$ cat src/rtl/urob_pkg.sv
package urob_pkg;
  // Slot life-cycle encoding
  typedef enum logic [1:0] {
    ENT_FREE   = 2'b00,
    ENT_WAIT   = 2'b01,
    ENT_DONE   = 2'b10,
    ENT_BRWAIT = 2'b11
  } ent_state_e;
endpackage

$ cat src/rtl/urob_ptrs.sv
module urob_ptrs #(
  parameter int DEPTH = 16,
  parameter int IDX_W = 4,
  parameter int CNT_W = 5
) (
  input  logic             clk,
  input  logic             rst,
  input  logic             alloc_fire,
  input  logic             retire_fire,
  input  logic             flush_fire,
  output logic [IDX_W-1:0] head,
  output logic [IDX_W-1:0] tail,
  output logic [CNT_W-1:0] count,
  output logic             full
);
  function automatic logic [IDX_W-1:0] wrap_inc(input logic [IDX_W-1:0] p);
    return (p == IDX_W'(DEPTH - 1)) ? '0 : p + 1'b1;
  endfunction

  function automatic logic [CNT_W-1:0] next_count(input logic [CNT_W-1:0] c,
                                                  input logic up, input logic dn);
    case ({up, dn})
      2'b10:   return c + 1'b1;
      2'b01:   return c - 1'b1;
      default: return c;
    endcase
  endfunction

  assign full = (count == CNT_W'(DEPTH));

  always_ff @(posedge clk) begin
    if (rst) begin
      head  <= '0;
      tail  <= '0;
      count <= '0;
    end else if (flush_fire) begin
      head  <= wrap_inc(head);
      tail  <= wrap_inc(head);
      count <= '0;
    end else begin
      if (alloc_fire)  tail <= wrap_inc(tail);
      if (retire_fire) head <= wrap_inc(head);
      count <= next_count(count, alloc_fire, retire_fire);
    end
  end

  p_count_bound_r3: assert property (@(posedge clk) disable iff (rst)
    count <= CNT_W'(DEPTH));
  p_no_overflow_r3: assert property (@(posedge clk) disable iff (rst)
    alloc_fire |-> !full);
  p_alloc_step_r2: assert property (@(posedge clk) disable iff (rst)
    (alloc_fire && !flush_fire) |=> tail == wrap_inc($past(tail)));
  p_head_step_r4: assert property (@(posedge clk) disable iff (rst)
    (retire_fire && !flush_fire) |=> head == wrap_inc($past(head)));
  p_both_hold_r10: assert property (@(posedge clk) disable iff (rst)
    (alloc_fire && retire_fire && !flush_fire) |=> $stable(count));
  p_flush_empty_r8: assert property (@(posedge clk) disable iff (rst)
    flush_fire |=> (count == '0) && (head == tail));
endmodule

$ cat src/rtl/urob_state.sv
module urob_state
  import urob_pkg::*;
#(
  parameter int DEPTH = 16,
  parameter int IDX_W = 4
) (
  input  logic                  clk,
  input  logic                  rst,
  input  logic                  alloc_fire,
  input  logic                  alloc_is_branch,
  input  logic [IDX_W-1:0]      tail,
  input  logic [IDX_W-1:0]      head,
  input  logic                  wb_valid,
  input  logic [IDX_W-1:0]      wb_tag,
  input  logic                  br_valid,
  input  logic [IDX_W-1:0]      br_tag,
  input  logic                  br_mispredict,
  input  logic                  retire_fire,
  input  logic                  flush_fire,
  output logic [DEPTH-1:0][1:0] st_vec,
  output logic [DEPTH-1:0]      mp_vec,
  output logic                  wb_hit,
  output logic                  br_hit
);
  assign wb_hit = wb_valid && (st_vec[wb_tag] == ENT_WAIT);
  assign br_hit = br_valid && (st_vec[br_tag] == ENT_BRWAIT);

  for (genvar i = 0; i < DEPTH; i++) begin : g_slot
    ent_state_e st_r;
    logic       mp_r;
    logic       is_head, is_tail, is_wb, is_br;

    assign is_head = (head   == IDX_W'(i));
    assign is_tail = (tail   == IDX_W'(i));
    assign is_wb   = (wb_tag == IDX_W'(i));
    assign is_br   = (br_tag == IDX_W'(i));

    always_ff @(posedge clk) begin
      if (rst || flush_fire) begin
        st_r <= ENT_FREE;
        mp_r <= 1'b0;
      end else if (retire_fire && is_head) begin
        st_r <= ENT_FREE;
        mp_r <= 1'b0;
      end else if (alloc_fire && is_tail) begin
        st_r <= alloc_is_branch ? ENT_BRWAIT : ENT_WAIT;
        mp_r <= 1'b0;
      end else if (wb_hit && is_wb) begin
        st_r <= ENT_DONE;
      end else if (br_hit && is_br) begin
        st_r <= ENT_DONE;
        mp_r <= br_mispredict;
      end
    end

    assign st_vec[i] = st_r;
    assign mp_vec[i] = mp_r;
  end

  p_wb_free_ignored_r9: assert property (@(posedge clk) disable iff (rst)
    (wb_valid && (st_vec[wb_tag] == ENT_FREE) && !(alloc_fire && tail == wb_tag))
      |=> st_vec[$past(wb_tag)] == ENT_FREE);
  p_wb_branch_ignored_r6: assert property (@(posedge clk) disable iff (rst)
    (wb_valid && (st_vec[wb_tag] == ENT_BRWAIT) && !flush_fire
       && !(br_valid && br_tag == wb_tag))
      |=> st_vec[$past(wb_tag)] == ENT_BRWAIT);
  p_alloc_into_free_r2: assert property (@(posedge clk) disable iff (rst)
    alloc_fire |-> st_vec[tail] == ENT_FREE);
endmodule

$ cat src/rtl/urob_payload.sv
module urob_payload #(
  parameter int DEPTH  = 16,
  parameter int IDX_W  = 4,
  parameter int UOP_W  = 16,
  parameter int ADDR_W = 32,
  parameter int AREG_W = 6
) (
  input  logic              clk,
  input  logic              alloc_fire,
  input  logic [IDX_W-1:0]  tail,
  input  logic [UOP_W-1:0]  in_uop,
  input  logic [ADDR_W-1:0] in_addr,
  input  logic [AREG_W-1:0] in_areg,
  input  logic [IDX_W-1:0]  head,
  output logic [UOP_W-1:0]  out_uop,
  output logic [ADDR_W-1:0] out_addr,
  output logic [AREG_W-1:0] out_areg
);
  logic [UOP_W-1:0]  uop_mem  [DEPTH];
  logic [ADDR_W-1:0] addr_mem [DEPTH];
  logic [AREG_W-1:0] areg_mem [DEPTH];

  always_ff @(posedge clk) begin
    if (alloc_fire) begin
      uop_mem[tail]  <= in_uop;
      addr_mem[tail] <= in_addr;
      areg_mem[tail] <= in_areg;
    end
  end

  assign out_uop  = uop_mem[head];
  assign out_addr = addr_mem[head];
  assign out_areg = areg_mem[head];
endmodule

$ cat src/rtl/uop_reorder_buf.sv
module uop_reorder_buf
  import urob_pkg::*;
#(
  parameter int DEPTH  = 16,
  parameter int UOP_W  = 16,
  parameter int ADDR_W = 32,
  parameter int AREG_W = 6,
  localparam int IDX_W = (DEPTH > 1) ? $clog2(DEPTH) : 1,
  localparam int CNT_W = $clog2(DEPTH + 1)
) (
  input  logic              clk,
  input  logic              rst,
  input  logic              alloc_valid,
  input  logic              alloc_is_branch,
  input  logic [UOP_W-1:0]  alloc_uop,
  input  logic [ADDR_W-1:0] alloc_addr,
  input  logic [AREG_W-1:0] alloc_alias,
  output logic              alloc_ready,
  output logic [IDX_W-1:0]  alloc_tag,
  input  logic              wb_valid,
  input  logic [IDX_W-1:0]  wb_tag,
  input  logic              br_valid,
  input  logic [IDX_W-1:0]  br_tag,
  input  logic              br_mispredict,
  output logic              ret_valid,
  output logic              ret_flush,
  output logic [IDX_W-1:0]  ret_tag,
  output logic [UOP_W-1:0]  ret_uop,
  output logic [ADDR_W-1:0] ret_addr,
  output logic [AREG_W-1:0] ret_alias,
  output logic [CNT_W-1:0]  occupancy
);
  logic [IDX_W-1:0]      head, tail;
  logic                  full;
  logic [DEPTH-1:0][1:0] st_vec;
  logic [DEPTH-1:0]      mp_vec;
  // named internal events
  logic alloc_fire, retire_fire, flush_fire, wb_hit, br_hit;

  assign retire_fire = (st_vec[head] == ENT_DONE);
  assign flush_fire  = retire_fire && mp_vec[head];
  assign alloc_ready = !full && !flush_fire;
  assign alloc_fire  = alloc_valid && alloc_ready;

  urob_ptrs #(.DEPTH(DEPTH), .IDX_W(IDX_W), .CNT_W(CNT_W)) i_ptrs (
    .clk(clk), .rst(rst), .alloc_fire(alloc_fire), .retire_fire(retire_fire),
    .flush_fire(flush_fire), .head(head), .tail(tail), .count(occupancy), .full(full)
  );

  urob_state #(.DEPTH(DEPTH), .IDX_W(IDX_W)) i_state (
    .clk(clk), .rst(rst), .alloc_fire(alloc_fire), .alloc_is_branch(alloc_is_branch),
    .tail(tail), .head(head), .wb_valid(wb_valid), .wb_tag(wb_tag),
    .br_valid(br_valid), .br_tag(br_tag), .br_mispredict(br_mispredict),
    .retire_fire(retire_fire), .flush_fire(flush_fire),
    .st_vec(st_vec), .mp_vec(mp_vec), .wb_hit(wb_hit), .br_hit(br_hit)
  );

  urob_payload #(.DEPTH(DEPTH), .IDX_W(IDX_W), .UOP_W(UOP_W), .ADDR_W(ADDR_W),
                 .AREG_W(AREG_W)) i_payload (
    .clk(clk), .alloc_fire(alloc_fire), .tail(tail), .in_uop(alloc_uop),
    .in_addr(alloc_addr), .in_areg(alloc_alias), .head(head),
    .out_uop(ret_uop), .out_addr(ret_addr), .out_areg(ret_alias)
  );

  assign alloc_tag = tail;
  assign ret_valid = retire_fire;
  assign ret_flush = flush_fire;
  assign ret_tag   = head;

  p_flush_frees_all_r8: assert property (@(posedge clk) disable iff (rst)
    flush_fire |=> st_vec == '0);
  p_flush_blocks_alloc_r8: assert property (@(posedge clk) disable iff (rst)
    flush_fire |-> !alloc_fire);
  p_empty_no_retire_r5: assert property (@(posedge clk) disable iff (rst)
    (occupancy == '0) |-> !ret_valid);
  p_hit_exclusive_r6: assert property (@(posedge clk) disable iff (rst)
    (wb_hit && br_hit) |-> (wb_tag != br_tag));
endmodule

$ cat config.mk
export PLATFORM = sky130hd
export DESIGN_NAME = uop_reorder_buf
export DESIGN_NICKNAME = d
export VERILOG_FILES = /design/src/rtl/urob_pkg.sv /design/src/rtl/urob_ptrs.sv /design/src/rtl/urob_state.sv /design/src/rtl/urob_payload.sv /design/src/rtl/uop_reorder_buf.sv
export SDC_FILE = /design/constraint.sdc
export NUM_CORES = 1
export LEC_CHECK = 0
export ABC_CLOCK_PERIOD_IN_PS = 7340
export BUFFER_PORTS_ARGS = -buffer_cell sky130_fd_sc_hd__buf_2
export CELL_PAD_IN_SITES_DETAIL_PLACEMENT = 1
export CELL_PAD_IN_SITES_GLOBAL_PLACEMENT = 1
export CORE_MARGIN = 2
export CORE_UTILIZATION = 38
export CTS_CLUSTER_DIAMETER = 100
export CTS_CLUSTER_SIZE = 24
export DETAILED_ROUTE_END_ITERATION = 7
export PLACE_DENSITY = 0.73
export SLEW_MARGIN = 5
export SYNTH_ARGS = -nofsm -noshare
export SYNTH_HDL_FRONTEND = slang
export SYNTH_HIERARCHICAL = 1
export SYNTH_SLANG_ARGS = --single-unit
export TNS_END_PERCENT = 5
$ cat constraint.sdc
create_clock -name clk -period 7.34 [get_ports clk]
set_clock_uncertainty 0.05 [all_clocks]
set_input_delay 1.468 -clock clk [delete_from_list [all_inputs] [get_ports clk]]
set_output_delay 1.468 -clock clk [all_outputs]
set_load 0.02 [all_outputs]
==> impl_metrics.ini <==
[status]
outcome = completed

[routing]
wl_per_cell_um = 28.6
drtAntennaViolNets = 0
vias = 18520
routed_via_density = 5.78
routed_wl_um = 91800
drt_iter0_drc = 1911
drt-pass1-iter-count = 5
drcViolationCount = 0

[sta]
finalCritPeriodShare_pct = 75.2
hold_viol = 0
maxSlewViolCount = 0
setup_viol = 0
post-route-min-period_ns = 5.52
setup_slack_ns = 1.82
slew_headroom_pct = 20.4
worstMarginPinSlew_ns = 1.19
fmax_mhz = 181
rsz0062_at_grt = false
tns_ns = 0

[global_route]
grt_pass1_vias = 19533
grt_pass1_wl_um = 135000
track_usage_pct = 18.6
antenna_found_initial = 19
grt-ovfl-total = 0
grt_max_degree = 143

[pwr]
power.density_nw_per_um2 = 271
ir_worst_vdd_v = 0.000194
leakage_nw = 12.1

[synthesis]
synth.net_count = 1891
synth_area_per_cell_um2 = 20.1
yosysWarnings = 6
synth_cells = 1816
syn_area_um2 = 36500

[cts]
cts_resized = 0
clk_latency_ns = 0.64
clkTransAtPathRegs_ns = 0.10
cts.sinks = 925
htreeDepth = 2
cts_hold_buf = 0
cts_root_buf = clkbuf_16
cts_tree = yes
cts_buffer_depth = 3
cts_made_buffers = 45
postCtsSetupBuffers = 0

[worst_setup_path]
crit_fanout = 118
critPathLaunchType = register
crit_chain = buf_12 -> buf_12 -> mux4_2 -> a22oi_1 -> nand2_1 -> buf_2
arrival_ns = 4.00
worst_setup_path_end_kind = output port
worst_path_most_repeated_cell = buf_12
critPathMaxStageDelay_ns = 0.66
required_ns = 5.82
path_class = register to output port
cpMaxStageDelayCell = buf_12

[min_path]
min_path_type = register to register

[final_layout]
fill_cells = 9051
stdcell_count = 3205
final_common_cell = edfxtp_1
final_cell_mix = edfxtp_1, mux4_2, buf_2
syn_to_final_growth_pct = 9.48
final_nets = 2001
final_layout_size_suffix_gt1_share_pct = 25.8

[floorplanning]
die_w_um = 314
num_rows = 113
dieArea_um2 = 98500
core_area_um2 = 95000
die_y_um = 314
floorplan.initialDensity_pct = 38.4
floorplan.io_pins = 139

[run]
max-cap-violations = 0

[placed_design]
port_buffers = 138
place_congestion = 0.859
post-place-cells = 3144
place_ws_ns = 2.30
hpwlAfterDp_um = 52100
==> state kept, by name, summed over array words and instances, names as in the netlist <==
register and flops:
i_ptrs/tail 4, i_state/g_slot.st_r 32, i_state/g_slot.mp_r 16, i_payload/uop_mem 256, i_ptrs/head 4, i_payload/addr_mem 512
i_ptrs/count 5, i_payload/areg_mem 96
==> area by class of cell <==
class                           count  area [um2]  share of cell area [%]
Inverter                           11        41.3                   0.103
Tap cell                         1265        1580                    3.96
Multi-Input combinational cell    772        8770                    22.0
Clock inverter                      7         133                   0.332
Clock buffer                       49        1140                    2.86
Sequential cell                   925       27200                    68.0
Antenna cell                        5        12.5                  0.0313
Timing Repair Buffer              171        1080                    2.69
==> through the flow <==
step	utilization [%]	instance area (um2)	hold slack, ns	power, mW
after global routing	42.0	39900	0.532	11.2
after global placement	40.7	38600	0.474	8.12
after CTS	42.0	39900	0.495	10.9
after floorplan	-	36500	0.418	7.50
after detailed placement	40.7	38600	0.481	8.18
final	42.0	39900	0.500	10.8
==> report_power, final <==
group	leakage (nW)	switching [mW]	internal, mW
logic	3.19	1.20	0.839
registers	8.30	0.0959	5.88
clock network	0.617	1.62	1.17
==> critical path, delay by kind of cell, from the launching register on <==
kind / cells / cell delay, ns
AND/OR/NAND/NOR: 1 / 0.24
AO/OA/AOI/OAI: 1 / 0.23
flip-flops: 1 / 0.49
multiplexers: 1 / 0.61
buffers and inverters: 3 / 1.45
==> path summary, 6_finish.rpt <==
| check | from | to | slack, ns | depth (start not counted) |
|---|---|---|---|---|
| hold / removal | i_state/g_slot[4].st_r[0]$_SDFFE_PP0P_ | i_state/g_slot[4].st_r[0]$_SDFFE_PP0P_ | 0.50 | 2 |
| setup reg to reg | i_ptrs/head[2]$_SDFFE_PP0P_ | i_payload/addr_mem[6][14]$_DFFE_PP_ | 2.26 | 7 |
| hold reg to reg | i_state/g_slot[4].st_r[0]$_SDFFE_PP0P_ | i_state/g_slot[4].st_r[0]$_SDFFE_PP0P_ | 0.50 | 2 |
| setup / recovery | i_ptrs/head[0]$_SDFFE_PP0P_ | ret_uop[5] | 1.82 | 6 |
==> routing by layer <==
metal | routed length, um | global-route usage, %
met5 | 97 | 0
met4 | 1850 | 4.01
met3 | 5150 | 2.78
met2 | 47000 | 32.1
met1 | 37700 | 24.9
Power figures use the tool's default switching activity.
